### config.mk
export PLATFORM = sky130hd
export DESIGN_NAME = audio_ser_tx
export DESIGN_NICKNAME = d
export VERILOG_FILES = /design/src/rtl/audio_ser_tx_pkg.sv /design/src/rtl/audio_ser_tx_seq.sv /design/src/rtl/audio_ser_tx_slot.sv /design/src/rtl/audio_ser_tx_out.sv /design/src/rtl/audio_ser_tx.sv
export SDC_FILE = /design/constraint.sdc
export NUM_CORES = 1
export LEC_CHECK = 0
export CAP_MARGIN = 20
export CORE_UTILIZATION = 35
export DETAILED_ROUTE_END_ITERATION = 8
export DONT_BUFFER_PORTS = 1
export GPL_ROUTABILITY_DRIVEN = 1
export SKIP_LAST_GASP = 1
export SYNTH_ARGS = -nofsm -noshare
export SYNTH_HDL_FRONTEND = slang
export SYNTH_HIERARCHICAL = 1
export SYNTH_SLANG_ARGS = --single-unit
### constraint.sdc
create_clock -name clk -period 3.85 [get_ports clk]
set_input_delay 0.385 -clock clk [delete_from_list [all_inputs] [get_ports clk]]
set_output_delay 0.385 -clock clk [all_outputs]
set_load 0.005 [all_outputs]
### src/rtl/audio_ser_tx_pkg.sv
package audio_ser_tx_pkg;

    localparam int unsigned PACKED_LIMIT = 16;

    typedef struct packed {
        logic       short_sync;
        logic       msb_shift;
        logic       right_first;
        logic       msb_right;
        logic       mono;
        logic [2:0] chan_mode;
    } ser_fmt_t;

    typedef enum logic [2:0] {
        CM_BOTH       = 3'd0,
        CM_RIGHT_ONLY = 3'd1,
        CM_LEFT_ONLY  = 3'd2,
        CM_MONO_RIGHT = 3'd3,
        CM_MONO_LEFT  = 3'd4
    } chan_mode_e;

    typedef enum logic [1:0] {
        FM_NARROW_STEREO = 2'd0,
        FM_NARROW_MONO   = 2'd1,
        FM_WIDE_STEREO   = 2'd2,
        FM_WIDE_MONO     = 2'd3
    } fifo_mode_e;

    // Whether a slot carries data for the given format.
    function automatic logic slot_live(ser_fmt_t f, logic is_right);
        logic r;
        r = 1'b1;
        if (!f.mono) begin
            if (f.chan_mode == CM_RIGHT_ONLY)      r = is_right;
            else if (f.chan_mode == CM_LEFT_ONLY)  r = !is_right;
        end else begin
            if (f.chan_mode == CM_MONO_RIGHT)      r = is_right;
            else if (f.chan_mode == CM_MONO_LEFT)  r = !is_right;
        end
        return r;
    endfunction

    function automatic fifo_mode_e fifo_mode_of(int unsigned bits, logic mono);
        return fifo_mode_e'({(bits > PACKED_LIMIT), mono});
    endfunction

endpackage

### src/rtl/audio_ser_tx_seq.sv
module audio_ser_tx_seq #(
    parameter int SLOT_W = 32,
    parameter int POS_W  = 6
) (
    input  logic             clk,
    input  logic             rst,
    input  logic             bclk_en,
    input  logic             run,
    input  logic             stop_on_empty,
    input  logic             smp_valid,
    output logic             smp_ready,
    output logic [POS_W-1:0] pos,
    output logic             frame_new,
    output logic             take,
    output logic             halt,
    output logic             underflow
);
    localparam int FRAME_LEN = 2 * SLOT_W;
    localparam logic [POS_W-1:0] LAST_POS = POS_W'(FRAME_LEN - 1);

    logic [POS_W-1:0] pos_q;
    logic             uf_q;
    logic             tick, at_start, emit;

    always_comb begin
        tick      = bclk_en & run;
        at_start  = (pos_q == '0);
        halt      = tick & at_start & !smp_valid & stop_on_empty;
        emit      = tick & !halt;
        frame_new = emit & at_start;
        take      = frame_new & smp_valid;
        smp_ready = run & bclk_en & at_start;
    end

    always_ff @(posedge clk) begin
        if (rst || !run) begin
            pos_q <= '0;
        end else if (emit) begin
            pos_q <= (pos_q == LAST_POS) ? '0 : pos_q + 1'b1;
        end
    end

    always_ff @(posedge clk) begin
        if (rst) uf_q <= 1'b0;
        else     uf_q <= frame_new & !smp_valid;
    end

    assign pos       = pos_q;
    assign underflow = uf_q;

    assert_underflow_single_R10: assert property (@(posedge clk) disable iff (rst)
        underflow |=> !underflow);

    assert_accept_advances_R11: assert property (@(posedge clk) disable iff (rst)
        (smp_ready && smp_valid) |=> (pos_q == POS_W'(1)));

    assert_halt_holds_R9: assert property (@(posedge clk) disable iff (rst)
        halt |=> (pos_q == '0));

    assert_pos_range: assert property (@(posedge clk) disable iff (rst)
        pos_q <= LAST_POS);

endmodule

### src/rtl/audio_ser_tx_slot.sv
module audio_ser_tx_slot
    import audio_ser_tx_pkg::*;
#(
    parameter int SLOT_W = 32,
    parameter int POS_W  = 6,
    parameter int BITS_W = 6
) (
    input  logic              clk,
    input  logic              rst,
    input  logic              frame_new,
    input  logic              take,
    input  logic [POS_W-1:0]  pos,
    input  ser_fmt_t          fmt,
    input  logic [BITS_W-1:0] cfg_bits,
    input  logic [SLOT_W-1:0] smp_left,
    input  logic [SLOT_W-1:0] smp_right,
    output logic              ws_n,
    output logic              raw_n
);
    localparam int unsigned SW_U = SLOT_W;

    logic [SLOT_W-1:0] held_l, held_r, eff_l, eff_r, src, shifted;
    logic              slot_b, is_right, live, data_bit;
    logic [POS_W-1:0]  idx;
    logic [31:0]       nb, idx_i, shamt;

    always_ff @(posedge clk) begin
        if (rst) begin
            held_l <= '0;
            held_r <= '0;
        end else if (frame_new) begin
            held_l <= take ? smp_left  : '0;
            held_r <= take ? smp_right : '0;
        end
    end

    always_comb begin
        eff_l    = frame_new ? (take ? smp_left  : '0) : held_l;
        eff_r    = frame_new ? (take ? smp_right : '0) : held_r;
        slot_b   = (32'(pos) >= SW_U);
        idx      = slot_b ? (pos - POS_W'(SLOT_W)) : pos;
        is_right = fmt.right_first ^ slot_b;
        src      = (fmt.mono || !is_right) ? eff_l : eff_r;
        nb       = (32'(cfg_bits) > SW_U) ? SW_U : 32'(cfg_bits);
        idx_i    = 32'(idx);
        if (!fmt.msb_right) begin
            live  = (idx_i < nb);
            shamt = nb - 32'd1 - idx_i;
        end else begin
            live  = (idx_i >= (SW_U - nb));
            shamt = SW_U - 32'd1 - idx_i;
        end
        shifted  = src >> shamt;
        data_bit = live & shifted[0];
        raw_n    = slot_live(fmt, is_right) & data_bit;
        ws_n     = fmt.short_sync ? (pos == '0) : is_right;
    end

    assert_muted_left_R5: assert property (@(posedge clk) disable iff (rst)
        (!fmt.mono && fmt.chan_mode == CM_RIGHT_ONLY && !is_right) |-> !raw_n);

    assert_pad_zero_R7: assert property (@(posedge clk) disable iff (rst)
        (fmt.msb_right && (idx_i < (SW_U - nb))) |-> !raw_n);

    assert_long_ws_R2: assert property (@(posedge clk) disable iff (rst)
        (!fmt.short_sync && slot_b) |-> (ws_n == !fmt.right_first));

endmodule

### src/rtl/audio_ser_tx_out.sv
module audio_ser_tx_out (
    input  logic clk,
    input  logic rst,
    input  logic run,
    input  logic tick,
    input  logic halt,
    input  logic short_sync,
    input  logic msb_shift,
    input  logic ws_n,
    input  logic raw_n,
    output logic ws,
    output logic sd
);
    logic ws_q, raw_q, raw_d1;

    always_ff @(posedge clk) begin
        if (rst || !run) begin
            ws_q   <= 1'b0;
            raw_q  <= 1'b0;
            raw_d1 <= 1'b0;
        end else if (tick) begin
            ws_q   <= halt ? 1'b0 : ws_n;
            raw_q  <= halt ? 1'b0 : raw_n;
            raw_d1 <= raw_q;
        end
    end

    assign ws = ws_q;
    assign sd = msb_shift ? raw_d1 : raw_q;

    assert_idle_quiet_R12: assert property (@(posedge clk) disable iff (rst)
        !run |=> (!ws && !sd));

    assert_short_pulse_R3: assert property (@(posedge clk) disable iff (rst)
        (run && tick && short_sync && ws_q) |=> !ws_q);

    assert_delay_R1: assert property (@(posedge clk) disable iff (rst)
        (run && tick && msb_shift) |=> (sd == $past(raw_q)));

endmodule

### src/rtl/audio_ser_tx.sv
module audio_ser_tx
    import audio_ser_tx_pkg::*;
#(
    parameter int SLOT_W = 32
) (
    input  logic                         clk,
    input  logic                         rst,
    input  logic                         bclk_en,
    input  logic                         run,
    input  logic                         stop_on_empty,
    input  logic [$clog2(SLOT_W+1)-1:0]  cfg_bits,
    input  logic                         cfg_short_sync,
    input  logic                         cfg_msb_shift,
    input  logic                         cfg_right_first,
    input  logic                         cfg_msb_right,
    input  logic                         cfg_mono,
    input  logic [2:0]                   cfg_chan_mode,
    input  logic                         smp_valid,
    output logic                         smp_ready,
    input  logic [SLOT_W-1:0]            smp_left,
    input  logic [SLOT_W-1:0]            smp_right,
    output logic                         ws,
    output logic                         sd,
    output logic                         underflow,
    output logic [1:0]                   fifo_mode
);
    localparam int BITS_W = $clog2(SLOT_W + 1);
    localparam int POS_W  = $clog2(2 * SLOT_W);

    ser_fmt_t         fmt;
    logic [POS_W-1:0] pos;
    logic             frame_new, take, halt, tick, ws_n, raw_n;

    always_comb begin
        fmt.short_sync  = cfg_short_sync;
        fmt.msb_shift   = cfg_msb_shift;
        fmt.right_first = cfg_right_first;
        fmt.msb_right   = cfg_msb_right;
        fmt.mono        = cfg_mono;
        fmt.chan_mode   = cfg_chan_mode;
        tick            = bclk_en & run;
        fifo_mode       = fifo_mode_of(32'(cfg_bits), cfg_mono);
    end

    audio_ser_tx_seq #(.SLOT_W(SLOT_W), .POS_W(POS_W)) seq_i (
        .clk(clk), .rst(rst), .bclk_en(bclk_en), .run(run),
        .stop_on_empty(stop_on_empty), .smp_valid(smp_valid),
        .smp_ready(smp_ready), .pos(pos), .frame_new(frame_new),
        .take(take), .halt(halt), .underflow(underflow)
    );

    audio_ser_tx_slot #(.SLOT_W(SLOT_W), .POS_W(POS_W), .BITS_W(BITS_W)) slot_i (
        .clk(clk), .rst(rst), .frame_new(frame_new), .take(take), .pos(pos),
        .fmt(fmt), .cfg_bits(cfg_bits), .smp_left(smp_left),
        .smp_right(smp_right), .ws_n(ws_n), .raw_n(raw_n)
    );

    audio_ser_tx_out out_i (
        .clk(clk), .rst(rst), .run(run), .tick(tick), .halt(halt),
        .short_sync(cfg_short_sync), .msb_shift(cfg_msb_shift),
        .ws_n(ws_n), .raw_n(raw_n), .ws(ws), .sd(sd)
    );

endmodule

Word-level counts from Yosys, hierarchy flattened
Cells that the tools add are included.
{"block": "word_totals", "register_bits": 74, "wordCells": 61}
{"block": "op_classes", "shift": 1, "n_reduce_logical": 7, "add_sub_neg": 6, "mux": 19, "n_bitwise": 11, "eq_ne": 5, "order_cmp": 5}
{"op": "32-bit 2-to-1 mux", "count": 6}
{"op": "6-bit by 32-bit greater-or-equal comparator with 1-bit output", "count": 1}
{"op": "6-bit by 32-bit less-than comparator with 1-bit output", "count": 1}
{"op": "32-bit by 32-bit >> shifter with 1-bit output", "count": 1}
{"op": "32-bit by 1-bit subtractor with 32-bit output (second input constant)", "count": 1}
{"op": "32-bit by 6-bit subtractor with 32-bit output", "count": 1}
{"op": "6-bit by 32-bit subtractor with 32-bit output (first input constant)", "count": 1}
{"op": "6-bit 2-to-1 mux", "count": 3}
{"op": "1-bit AND", "count": 10}
{"op": "1-bit 2-to-1 mux", "count": 10}
{"op": "5-bit by 6-bit subtractor with 7-bit output (first input constant)", "count": 1}
{"op": "6-bit by 1-bit adder with 6-bit output (second input constant)", "count": 1}
{"op": "3-bit by 2-bit == test with 1-bit output (second input constant)", "count": 2}
{"op": "6-bit == test (second input constant)", "count": 1}
{"op": "6-bit greater-or-equal comparator (second input constant)", "count": 1}
{"op": "6-bit by 5-bit greater-than comparator with 1-bit output (second input constant)", "count": 1}
{"op": "6-bit greater-than comparator (second input constant)", "count": 1}
{"op": "6-bit logical NOT", "count": 1}
{"op": "6-bit subtractor (second input constant)", "count": 1}
{"op": "1-bit logical NOT", "count": 4}
{"op": "3-bit by 1-bit == test with 1-bit output (second input constant)", "count": 1}
{"op": "3-bit == test (second input constant)", "count": 1}
{"op": "1-bit logical OR", "count": 2}
{"op": "1-bit XOR", "count": 1}

Longest topological paths before layout
{"block": "logic_depth", "ltp_word": 15, "mapped_depth": 18, "ltp_nobuf": 16}

By module
Netlist, hierarchy kept.
{"mod": "audio_ser_tx_slot", "seq_area_each_um2": 1281.2, "area_per_inst_um2": 3563.4, "cells_per_inst": 429, "n_inst": 1}
{"mod": "audio_ser_tx_seq", "seq_area_each_um2": 140.1, "area_per_inst_um2": 429.2, "cells_per_inst": 49, "n_inst": 1}
{"mod": "audio_ser_tx_out", "seq_area_each_um2": 60.1, "area_per_inst_um2": 133.9, "cells_per_inst": 13, "n_inst": 1}
{"mod": "audio_ser_tx", "seq_area_each_um2": 0.0, "area_per_inst_um2": 28.8, "cells_per_inst": 4, "n_inst": 1}

Worst setup path before layout
Ideal clock, no wire load.
{"block": "synth_path", "path_type": "reg2reg", "startpoint": "register seq_i.pos_q[5] (netlist: seq_i/pos[5])", "endpoint": "register out_i.raw_q", "arrival_time_ns": 2.844, "stages_incl_launch_ff": 16, "setup_slack_ns": 0.940, "setup_time_ns": 0.066, "synth_period_minus_slack_ns": 2.910, "cell_sequence": "dfxtp_1 -> nor4_4 -> nand4_1 -> inv_1 -> and2_1 -> and2_1 -> buf_4 -> buf_8 -> a22oi_1 -> mux4_2 -> and2_1 -> o211ai_2 -> nand4_1 -> a21oi_1 -> nand3b_1 -> a21oi_2"}
{"block": "synth_via", "elab_chain_len": 15, "word_cells_on_any_way": 34}
{"item": "from (decl)", "line": "audio_ser_tx_seq.sv:21", "text": "logic [POS_W-1:0] pos_q;"}
{"item": "from (signal assigned)", "line": "audio_ser_tx_seq.sv:39", "text": "pos_q <= (pos_q == LAST_POS) ? '0 : pos_q + 1'b1;"}
{"item": "6-bit logical NOT *", "line": "audio_ser_tx_seq.sv:27", "text": "at_start = (pos_q == '0);"}
{"item": "1-bit AND *"}
{"item": "named net smp_ready", "line": "audio_ser_tx.sv:19", "text": "output logic smp_ready,"}
{"item": "1-bit AND * (2 in a row)", "line": "audio_ser_tx_seq.sv:28", "text": "halt = tick & at_start & !smp_valid & stop_on_empty;"}
{"item": "1-bit logical NOT *", "line": "audio_ser_tx_seq.sv:29", "text": "emit = tick & !halt;"}
{"item": "1-bit AND *", "line": "audio_ser_tx_seq.sv:29"}
{"item": "1-bit AND *", "line": "audio_ser_tx_seq.sv:30", "text": "frame_new = emit & at_start;"}
{"item": "1-bit AND *", "line": "audio_ser_tx_seq.sv:31", "text": "take = frame_new & smp_valid;"}
{"item": "named net take", "line": "audio_ser_tx.sv:32", "text": "logic frame_new, take, halt, tick, ws_n, raw_n;"}
{"item": "32-bit 2-to-1 mux (on tied branches)", "line": "audio_ser_tx_slot.sv:39, audio_ser_tx_slot.sv:38"}
{"item": "32-bit 2-to-1 mux (on tied branches)"}
{"item": "32-bit 2-to-1 mux *", "line": "audio_ser_tx_slot.sv:43", "text": "src = (fmt.mono || !is_right) ? eff_l : eff_r;"}
{"item": "32-bit by 32-bit >> shifter with 1-bit output *", "line": "audio_ser_tx_slot.sv:53", "text": "shifted = src >> shamt;"}
{"item": "1-bit AND *", "line": "audio_ser_tx_slot.sv:54", "text": "data_bit = live & shifted[0];"}
{"item": "1-bit AND *", "line": "audio_ser_tx_slot.sv:55", "text": "raw_n = slot_live(fmt, is_right) & data_bit;"}
{"item": "named net raw_n", "line": "audio_ser_tx.sv:32"}
{"item": "1-bit 2-to-1 mux *", "line": "audio_ser_tx_out.sv:23", "text": "raw_q <= halt ? 1'b0 : raw_n;"}
{"item": "to (signal assigned)", "line": "audio_ser_tx_out.sv:23"}
{"item": "to (decl)", "line": "audio_ser_tx_out.sv:14", "text": "logic ws_q, raw_q, raw_d1;"}
Mark *: on every way through the listed nets, which the timed path passes. The rest lies on a longest branch.
A chain may end at the register's enable or synchronous reset.

Final worst setup path
{"block": "layout_path", "startpoint": "register seq_i.pos_q[0] (netlist: seq_i/pos[0])", "endpoint": "register out_i.raw_q"}
{"block": "layout_via", "elab_chain_len": 15, "word_cells_on_any_way": 34}
{"item": "parallel branches: the longest is 13 deep, another holds 32-bit by 6-bit subtractor with 32-bit output"}
{"item": "1-bit AND *", "line": "audio_ser_tx_slot.sv:55"}
{"item": "named net raw_n", "line": "audio_ser_tx.sv:32"}
{"item": "1-bit 2-to-1 mux *", "line": "audio_ser_tx_out.sv:23"}
Mark *: on every way through the listed nets, which the timed path passes.

==> flow_summary.toml <==
[sta]
hold_violations = 0
finalMaxSlewViolations = 0
period_minus_slack_ns = 3.448
worstMarginPinSlew_ns = 0.6262
clock.fmax_mhz = 290.0
fin_crit_sh_pct = 89.57
finalSetupViolCount = 0
slew_headroom_pct = 58.25
rsz0062_at_grt = "false"
skew_ns = 0.005603
fin_tns_setup_ns = 0

[route]
routed-wl-met3_um = 763
ant_nets = 0
via_per_inst = 5.786
first_iter_violations = 223
wl_per_cell_um = 17.81
drtPass1Iterations = 7
highest_layer = "met4"
wirelength_um = 11400
met2_length_um = 5219
dr_total_vias = 3703
wl_met1_um = 5223
drc = 11

[clock_network]
cts_tree = "built"
clk_pin_slew_worst_paths_ns = 0.06
clkLatencyLatePin_ns = 0.33
cts_made_buffers = 9
post_cts_buffers = 0
cts_hold_buffers = 0
clkSinkCount = 74
ctsResizeCount = 0
clk_root_buffer_cell = "clkbuf_16"
htreeDepth = 3
cts_buffer_depth = 2

[worst_setup_path]
crit_chain = "inv_1 -> ha_1 -> fa_1 -> xnor2_1 -> mux2_2 -> mux4_2 -> and2_1 -> o211ai_2 -> nand4_1 -> a21oi_1 -> nand3b_1 -> a21oi_2"
crit_family = "multiplexers"
r2r_end = "out_i/raw_q"
worst-setup-path-type = "flop to flop"
r2r_start = "seq_i/pos[0]"
rr_worst_depth = 12
path_depth = 12
crit_buf_inv = 1
worst_setup_path_start_kind = "flop"
cp_max_fo = 20
cp_data_required_time_ns = 4.12
slowest_stage = "mux4_2"
end_kind = "flop"
rrSetupSlack_ns = 0.40
cp_slowest_stage_delay_ns = 0.54
arrival_ns = 3.72

[layout]
final_util_pct = 39.68
fill_cells = 1188
antenna_cells = 0
drive_gt1_share_pct = 9.457
nNetsFinal = 596
area_growth_pct = 9.967

[worst_hold_path]
holdPathEnd = "seq_i/underflow"
whs_path_depth = 1
min-delay-path-class = "primary input to flop"
hp-start = "smp_valid"

[placement]
detailed_place_hpwl_um = 8357
gp_congestion = 0.8199
io_buffers = 0

[global_route]
antenna_found_initial = 0
overflow = 0
grt_max_degree = 69
grt_pass1_wl_um = 18270
grt_pass1_vias = 3530
track_usage_pct = 18.67

[yosys]
syn-cell-area_um2 = 4155
yosys_register_bits = 74
avgSynthCellArea_um2 = 8.394
synth_top_area_share_pct = 35.65
ys_top_cells_by_count = "nor2_1 (80), dfxtp_1 (74), a22oi_1 (54), nand2_1 (37), a21oi_1 (25)"
synth.most_common_cell = "nor2_1"
synthTopCellsByArea = "dfxtp_1 (36%), a22oi_1 (9.8%), nor2_1 (7.2%)"
ys_types = 64
syn_inst = 495
synthFlopType = "dfxtp_1"
synth-seq-area-share_pct = 35.65
synth_edf_count = 0
yosys_warnings = 6
synth_largest_area_cell = "dfxtp_1"
async_flop_share_pct = 0

[job]
drv_cap = 0

[die]
rows = 39
ios = 90
start_util_pct = 36.08
coreArea_um2 = 11520
die_area_um2 = 12310
die_height_um = 111.0
die_w_um = 111.0

[power]
ir_worst_vdd_v = 0.0002182
p_leak_nw = 1.783
powerDensity_nw_per_um2 = 391.8

[run_status]
status = "complete, but fails checks"
violations = "design-rule violations"
## state kept, by name, indices dropped and copies added, names as in the netlist
name             cells
slot_i/held_l       32
slot_i/held_r       32
seq_i/pos            6
out_i/raw_d1         1
out_i/raw_q          1
out_i/ws             1
seq_i/underflow      1
## metrics by stage
stage / hold slack [ns] / instances / total power (W) / setup WS [ns] / area [um^2]
2_1_floorplan: 0.4459 / 497 / 0.0009559 / 0.9402 / 4163
3_3_place_gp: 0.4565 / 624 / 0.0009845 / 0.4722 / 4280
3_5_place_dp: 0.4647 / 624 / 0.0009870 / 0.3731 / 4280
4_1_cts: 0.1134 / 640 / 0.001808 / 0.3327 / 4568
5_1_grt: 0.1151 / 640 / 0.001859 / 0.1429 / 4569
6_report: 0.1219 / 640 / 0.001790 / 0.4016 / 4569
## per-layer routing
layer,vias up,GRT usage (%)
li1,1789,-
met1,1784,24.51
met2,117,29.60
met3,13,4.811
met4,0,6.484
met5,-,0
## cell type report
cell class	instances	area, um^2	share of cell area [%]
Sequential cell	74	1481	32.42
Timing Repair Buffer	16	120.1	2.629
Clock buffer	11	232.7	5.093
Inverter	19	71.32	1.561
Tap cell	143	178.9	3.916
Multi-Input combinational cell	372	2430	53.18
Clock inverter	5	55.05	1.205
## kinds of logic after synthesis
| kind of cell | count (synthesis) | synth area share [%] |
|---|---|---|
| xor gates and xnor gates | 6 | 1.445 |
| muxes | 15 | 4.577 |
| adders and majority gates | 20 | 6.384 |
| AOI/OAI and AO/OA | 137 | 23.76 |
| and+or+nand+nor | 190 | 21.89 |
| DFF | 74 | 35.65 |
| buffers and inverters | 51 | 6.112 |
| other | 2 | 0.1807 |
## worst max-delay path by stage
stage | from | slack [ns] | to
floorplan | seq_i/pos[5] | 0.94 | out_i/raw_q
global placement | seq_i/pos[0] | 0.47 | out_i/raw_q
detailed placement | seq_i/pos[5] | 0.37 | out_i/raw_q
CTS | seq_i/pos[5] | 0.33 | out_i/raw_q
global route | seq_i/pos[0] | 0.14 | out_i/raw_q
finish | seq_i/pos[0] | 0.40 | out_i/raw_q
## report_power, final
part	switching, W	internal, W
clock	0.000320	0.000500
sequential	0.00000262	0.000773
combinational	0.000121	0.0000751
## placed cells by master, fill, tap and decap left out, drive strengths merged, types with 4 or more instances in the layout
| cell type | Yosys | layout |
|---|---|---|
| nor2 | 81 | 81 |
| dfxtp | 74 | 74 |
| a22oi | 55 | 55 |
| nand2 | 37 | 37 |
| a21oi | 27 | 27 |
| inv | 19 | 19 |
| ha | 18 | 18 |
| buf | 25 | 16 |
| and3 | 13 | 13 |
| o21ai | 12 | 12 |
| clkbuf | 7 | 11 |
| mux2i | 10 | 10 |
| nor2b | 9 | 9 |
| nand3 | 9 | 9 |
| nor3 | 8 | 8 |
| a31oi | 8 | 8 |
| a2111oi | 7 | 7 |
| and2 | 6 | 6 |
| nand2b | 5 | 5 |
| nand4 | 5 | 5 |
| a211oi | 5 | 5 |
| nor4 | 5 | 5 |
| xnor2 | 5 | 5 |
| conb | 2 | 4 |
## worst reg2reg max path: cells and delay by family (launching register included)
kind,cells,cell delay (ns)
multiplexers,2,1.02
adder cells (fa/ha/maj),2,0.69
flip-flops,1,0.48
AO/OA/AOI/OAI,3,0.45
AND/OR/NAND/NOR,3,0.39
XOR/XNOR,1,0.22
buffers and inverters,1,0.13
Note: power is estimated with default switching activity, not from simulation.
